[src/rtl/cg_pkg.sv]
package cg_pkg;

    typedef enum logic [2:0] {
        C_DESEL, C_NOP, C_ACT, C_RD, C_WR, C_PRE, C_LM, C_OTHER
    } cmd_e;

    typedef enum logic [2:0] {
        E_NONE    = 3'd0,
        E_NO_ROW  = 3'd1,
        E_RCD     = 3'd2,
        E_OPEN    = 3'd3,
        E_RC      = 3'd4,
        E_RRD     = 3'd5,
        E_LM_BUSY = 3'd6,
        E_MRD     = 3'd7
    } err_e;

    // Convert a limit in picoseconds into whole clock cycles, rounding up.
    function automatic int unsigned ps_to_cycles(int unsigned spec_ps, int unsigned tck_ps);
        return (spec_ps + tck_ps - 1) / tck_ps;
    endfunction

endpackage

[src/rtl/cg_decode.sv]
module cg_decode
    import cg_pkg::*;
(
    input  logic cs_n,
    input  logic ras_n,
    input  logic cas_n,
    input  logic we_n,
    output cmd_e cmd
);
    always_comb begin
        casez ({cs_n, ras_n, cas_n, we_n})
            4'b1???: cmd = C_DESEL;
            4'b0111: cmd = C_NOP;
            4'b0011: cmd = C_ACT;
            4'b0101: cmd = C_RD;
            4'b0100: cmd = C_WR;
            4'b0010: cmd = C_PRE;
            4'b0000: cmd = C_LM;
            default: cmd = C_OTHER;
        endcase
    end
endmodule

[src/rtl/cg_satcnt.sv]
module cg_satcnt #(
    parameter int CW = 4
) (
    input  logic          clk,
    input  logic          rst,
    input  logic          restart,
    output logic [CW-1:0] count
);
    logic [CW-1:0] cnt_d, cnt_q;

    always_comb begin
        cnt_d = cnt_q;
        if (restart)
            cnt_d = CW'(1);
        else if (cnt_q != '1)
            cnt_d = cnt_q + CW'(1);
    end

    always_ff @(posedge clk) begin
        if (rst) cnt_q <= '1;
        else     cnt_q <= cnt_d;
    end

    assign count = cnt_q;
endmodule

[src/rtl/cg_bank.sv]
module cg_bank #(
    parameter int ROW_W = 13,
    parameter int CW    = 4
) (
    input  logic             clk,
    input  logic             rst,
    input  logic             open_go,
    input  logic             close_go,
    input  logic [ROW_W-1:0] row_in,
    output logic             is_open,
    output logic [ROW_W-1:0] row,
    output logic [CW-1:0]    since_act
);
    typedef struct packed {
        logic             open;
        logic [ROW_W-1:0] row;
    } bank_s;

    bank_s st_d, st_q;

    always_comb begin
        st_d = st_q;
        if (open_go) begin
            st_d.open = 1'b1;
            st_d.row  = row_in;
        end else if (close_go) begin
            st_d.open = 1'b0;
        end
    end

    always_ff @(posedge clk) begin
        if (rst) st_q <= '0;
        else     st_q <= st_d;
    end

    cg_satcnt #(.CW(CW)) u_act_cnt (
        .clk     (clk),
        .rst     (rst),
        .restart (open_go),
        .count   (since_act)
    );

    assign is_open = st_q.open;
    assign row     = st_q.row;
endmodule

[src/rtl/ddr2_cmd_guard.sv]
module ddr2_cmd_guard
    import cg_pkg::*;
#(
    parameter int ROW_W  = 13,
    parameter int BA_W   = 3,
    parameter int AP_BIT = 10,
    parameter int TCK_PS = 5000,
    parameter int T_RCD  = int'(ps_to_cycles(15000, TCK_PS)),
    parameter int T_RC   = int'(ps_to_cycles(40000, TCK_PS)),
    parameter int T_RRD  = int'(ps_to_cycles(7500, TCK_PS)),
    parameter int T_MRD  = 2,
    localparam int NBANK = 1 << BA_W
) (
    input  logic                   clk,
    input  logic                   rst,
    input  logic                   cs_n,
    input  logic                   ras_n,
    input  logic                   cas_n,
    input  logic                   we_n,
    input  logic [BA_W-1:0]        ba,
    input  logic [ROW_W-1:0]       addr,
    output logic                   err_valid,
    output logic [2:0]             err_code,
    output logic [BA_W-1:0]        err_bank,
    output logic [NBANK-1:0]       bank_open,
    output logic [NBANK*ROW_W-1:0] bank_row
);
    localparam int T_MAX_A = (T_RCD > T_RC) ? T_RCD : T_RC;
    localparam int T_MAX_B = (T_RRD > T_MRD) ? T_RRD : T_MRD;
    localparam int T_MAX   = (T_MAX_A > T_MAX_B) ? T_MAX_A : T_MAX_B;
    localparam int CW      = $clog2(T_MAX + 1);
    localparam logic [CW-1:0] RCD_C = CW'(T_RCD);
    localparam logic [CW-1:0] RC_C  = CW'(T_RC);
    localparam logic [CW-1:0] RRD_C = CW'(T_RRD);
    localparam logic [CW-1:0] MRD_C = CW'(T_MRD);

    typedef struct packed {
        logic            err_valid;
        err_e            code;
        logic [BA_W-1:0] err_bank;
        logic [BA_W-1:0] last_act;
    } top_s;

    top_s st_d, st_q;

    cmd_e            cmd;
    logic [NBANK-1:0] act_go, close_go;
    logic [CW-1:0]   since_act [NBANK];
    logic [CW-1:0]   rrd_cnt, lm_cnt;
    logic            rrd_restart, lm_restart;
    err_e            viol;
    logic            executable;

    cg_decode u_dec (
        .cs_n  (cs_n),
        .ras_n (ras_n),
        .cas_n (cas_n),
        .we_n  (we_n),
        .cmd   (cmd)
    );

    for (genvar b = 0; b < NBANK; b++) begin : g_bank
        cg_bank #(.ROW_W(ROW_W), .CW(CW)) u_bank (
            .clk       (clk),
            .rst       (rst),
            .open_go   (act_go[b]),
            .close_go  (close_go[b]),
            .row_in    (addr),
            .is_open   (bank_open[b]),
            .row       (bank_row[b*ROW_W +: ROW_W]),
            .since_act (since_act[b])
        );
    end

    cg_satcnt #(.CW(CW)) u_rrd_cnt (
        .clk (clk), .rst (rst), .restart (rrd_restart), .count (rrd_cnt)
    );

    cg_satcnt #(.CW(CW)) u_mrd_cnt (
        .clk (clk), .rst (rst), .restart (lm_restart), .count (lm_cnt)
    );

    always_comb begin
        st_d           = st_q;
        st_d.err_valid = 1'b0;
        st_d.code      = E_NONE;
        st_d.err_bank  = '0;
        act_go         = '0;
        close_go       = '0;
        rrd_restart    = 1'b0;
        lm_restart     = 1'b0;
        viol           = E_NONE;

        executable = (cmd == C_ACT) || (cmd == C_RD) || (cmd == C_WR) ||
                     (cmd == C_PRE) || (cmd == C_LM);

        // Rule ladder: mode-register window first, then per-command rules.
        if (executable && (lm_cnt < MRD_C)) begin
            viol = E_MRD;
        end else begin
            case (cmd)
                C_ACT: begin
                    if (bank_open[ba])
                        viol = E_OPEN;
                    else if (since_act[ba] < RC_C)
                        viol = E_RC;
                    else if ((ba != st_q.last_act) && (rrd_cnt < RRD_C))
                        viol = E_RRD;
                end
                C_RD, C_WR: begin
                    if (!bank_open[ba])
                        viol = E_NO_ROW;
                    else if (since_act[ba] < RCD_C)
                        viol = E_RCD;
                end
                C_LM: begin
                    if (|bank_open)
                        viol = E_LM_BUSY;
                end
                default: ;
            endcase
        end

        if (viol != E_NONE) begin
            st_d.err_valid = 1'b1;
            st_d.code      = viol;
            st_d.err_bank  = ba;
        end else begin
            case (cmd)
                C_ACT: begin
                    act_go[ba]    = 1'b1;
                    rrd_restart   = 1'b1;
                    st_d.last_act = ba;
                end
                C_PRE: begin
                    if (addr[AP_BIT]) close_go     = '1;
                    else              close_go[ba] = 1'b1;
                end
                C_LM: lm_restart = 1'b1;
                default: ;
            endcase
        end
    end

    always_ff @(posedge clk) begin
        if (rst) st_q <= '0;
        else     st_q <= st_d;
    end

    assign err_valid = st_q.err_valid;
    assign err_code  = st_q.code;
    assign err_bank  = st_q.err_bank;
endmodule

[config.mk]
export PLATFORM = sky130hd
export DESIGN_NAME = ddr2_cmd_guard
export DESIGN_NICKNAME = d
export VERILOG_FILES = /design/src/rtl/cg_pkg.sv /design/src/rtl/cg_decode.sv /design/src/rtl/cg_satcnt.sv /design/src/rtl/cg_bank.sv /design/src/rtl/ddr2_cmd_guard.sv
export SDC_FILE = /design/constraint.sdc
export NUM_CORES = 1
export LEC_CHECK = 0
export BUFFER_PORTS_ARGS = -buffer_cell sky130_fd_sc_hd__buf_2
export CAP_MARGIN = 20
export CELL_PAD_IN_SITES_DETAIL_PLACEMENT = 2
export CELL_PAD_IN_SITES_GLOBAL_PLACEMENT = 2
export CORE_ASPECT_RATIO = 1.75
export CORE_MARGIN = 2
export CORE_UTILIZATION = 34
export DETAILED_ROUTE_END_ITERATION = 6
export HOLD_SLACK_MARGIN = 0.06
export PLACE_DENSITY = 0.75
export RECOVER_POWER = 25
export SLEW_MARGIN = 20
export SYNTH_ARGS = -nofsm -noshare
export SYNTH_HDL_FRONTEND = slang
export SYNTH_SLANG_ARGS = --single-unit
[constraint.sdc]
create_clock -name clk -period 3.1 [get_ports clk]
set_input_delay 0.62 -clock clk [delete_from_list [all_inputs] [get_ports clk]]
set_output_delay 0.62 -clock clk [all_outputs]
set_load 0.005 [all_outputs]
==> results.py <==
metrics = {
    "sta": {
        "hold_slack_ps": 478.4,
        "max_clock_freq_ghz": 0.3833,
        "hold_viol_final": 0,
        "setup_violations": 0,
        "clock_skew_ps": 10.64,
        "slew_viol_final": 0,
        "worstMarginPinSlew_ps": 757.8,
        "rsz0062_at_grt": "no",
        "setup_tns_ps": 0,
        "post-route-min-period_ps": 2609,
        "relSlewSlack": 0.4948,
        "period_share": 0.8415,
    },
    "flow_run": {
        "cap_violations": 0,
    },
    "setup_path": {
        "required_ps": 3430,
        "crit_path_start_kind": "input port",
        "critical_path_class": "in2reg",
        "cp_data_arrival_time_ps": 2940,
        "crit_path_end_kind": "flop",
        "worstPathMaxFanout": 27,
    },
    "global_routing": {
        "busiest_layer": "met2",
        "grt_pass1_wl_um": 38050,
        "use_met2": 0.4217,
        "grt_max_degree": 90,
        "use_met3": 0.04216,
        "antenna_found_initial": 0,
        "grt_use_total": 0.2182,
        "gr-total-overflow": 0,
        "grt_pass1_vias": 6775,
        "grt_use_met1": 0.2226,
    },
    "power_and_ir_drop": {
        "internal-power_mw": 4.235,
        "power_frac_clock": 0.352,
        "peakVddDrop_mv": 0.3919,
        "power.density_nw_per_um2": 696.3,
        "swShare": 0.3074,
        "pwr-share-seq": 0.414,
        "p_switching_mw": 1.880,
        "leakagePower_nw": 4.347,
        "p_comb_frac": 0.234,
        "p_total_mw": 6.115,
    },
    "yosys": {
        "avgSynthCellArea_sq_um": 9.837,
        "synth_area_sq_um": 7427,
        "synth_nets": 787,
        "synth_seq_cells": 162,
        "synth_ff_type": "dfxtp_1",
        "yosys_warnings": 0,
        "async_reset_ff_frac": 0,
        "synth_cells": 755,
        "synth_edf_count": 0,
        "synth.distinct_cells": 46,
        "ys_seq_area_frac": 0.4367,
    },
    "clock_tree": {
        "clock_latency_ps": 430,
        "cts_tree": "built",
        "cts.clk_slew.worst_paths_ps": 70,
        "clock_sinks": 162,
        "ctsHoldBuffers": 0,
        "htreeDepth": 4,
        "cts_setup_buffers": 0,
        "cts_made_buffers": 17,
        "cts_buffer_depth": 2,
        "ctsResizeCount": 0,
        "root_buffer": "clkbuf_16",
    },
    "die": {
        "dieArea_sq_um": 23090,
        "coreArea_sq_um": 21500,
        "start_util": 0.3455,
        "num_io_pins": 141,
        "die_x_um": 115.7,
        "row_count": 71,
        "fp.dieH_um": 199.5,
    },
    "place": {
        "placed_area_sq_um": 8255,
        "gp_congestion": 0.8116,
        "hpwl_um": 17380,
        "io_buffers": 140,
    },
    "finish": {
        "fin_area_sq_um": 8782,
        "fin_util": 0.4085,
        "diodes": 0,
        "layout_commonest_cell": "dfxtp_1",
        "nFillCells": 2406,
        "final_cell_mix": "162 x dfxtp_1, 127 x nand2b_1, 120 x mux2i_1, 84 x buf_2, 55 x clkbuf_1",
        "nets": 893,
        "drive_above_1_share": 0.1796,
        "syn_to_final_growth_pct": 18.24,
    },
    "drt": {
        "wl_per_cell_um": 20.66,
        "firstDrtPassIters": 4,
        "ant_nets": 0,
        "remaining_drc_errors": 0,
        "num_vias": 5850,
        "vias_per_cell": 5.017,
        "detail_route.wirelength_um": 24090,
        "dr.first_iter.drc_count": 193,
    },
    "min_path": {
        "hp-class": "reg2reg",
    },
    "status": {
        "outcome": "finished, final reports clean",
    },
}
[sequential cells by signal, summed over array words and instances (netlist names)]
signal	flops
err_bank	3
err_code	3
err_valid	1
g_bank.u_bank.is_open	8
g_bank.u_bank.row	104
g_bank.u_bank.u_act_cnt.count	32
st_q	3
u_mrd_cnt.count	4
u_rrd_cnt.count	4
[per-layer routing]
metal	up-vias	wire (um)
met5	-	0
li1	2756	-
met1	2905	8795
met3	50	860
met4	0	779
met2	139	13660
[cell type report]
type                       count  area [sq um]  area share
multi-input combinational    510          3694      0.4206
timing repair buffer         160         847.1     0.09645
tap                          292         365.4     0.04160
inverter                      10         37.54    0.004274
clock buffer                  21         470.5     0.05357
clock inverter                11         125.1     0.01425
sequential                   162          3243      0.3693
[Yosys cell counts, types with 8 or more instances]
cell type	count	area [sq um]
nand4_1	8	50.05
clkbuf_1	22	82.58
buf_1	13	48.80
nor2_1	53	198.9
a21oi_1	20	100.1
a21o_1	24	180.2
nor3_1	12	60.06
buf_4	25	187.7
inv_1	10	37.54
nand2_1	28	105.1
nand2b_1	127	794.5
dfxtp_1	162	3243
mux2i_1	120	1201
ha_1	10	125.1
nand3_1	22	110.1
o21ai_0	12	60.06
mux2_2	11	123.9
buf_6	11	123.9
xor2_1	13	113.9
[final timing paths]
path | endpoint | from | cells after the start | slack (ps)
worst min register to register | g_bank[0].u_bank.row[2] | g_bank[0].u_bank.row[2] | 2 | 480
worst max register to register | g_bank[4].u_bank.row[8] | g_bank[7].u_bank.is_open | 6 | 650
worst min-delay path | g_bank[0].u_bank.row[2] | g_bank[0].u_bank.row[2] | 2 | 480
worst max-delay path | g_bank[4].u_bank.row[8] | ba[2] | 8 | 490
[cell families (layout without fill, tap and decap cells)]
group	after synthesis	after routing	synth area share
buffers and inverters	83	202	0.06604
adder cells (fa/ha/maj)	10	10	0.01685
flip-flops	162	162	0.4367
multiplexers	136	136	0.1926
AO/OA/AOI/OAI	76	76	0.07059
XOR/XNOR	13	13	0.01533
AND/OR/NAND/NOR	275	275	0.2020
[worst max-delay path, cell delays in order]
cell and delay, ps:
buf_2 470, xor2_1 170, o31ai_1 490, nor2b_1 250, buf_4 200, nand4_1 180, buf_4 300, mux2i_1 260
[power by group through the flow]
stage,registers (mW),logic (mW),clock network [mW]
2_1_floorplan,2.49,1.13,0
3_3_place_gp,2.56,1.30,0
3_5_place_dp,2.58,1.44,0
4_1_cts,2.54,1.46,2.21
5_1_grt,2.57,1.63,2.30
6_report,2.53,1.43,2.15
[through the flow]
stage	worst slack (ps)	std cells
after floorplan	730.1	755
after global placement	247.8	1134
after detailed placement	165.2	1134
after CTS	468.6	1166
after global routing	371.4	1166
final	491.3	1166
(Power assumes the default switching activity.)
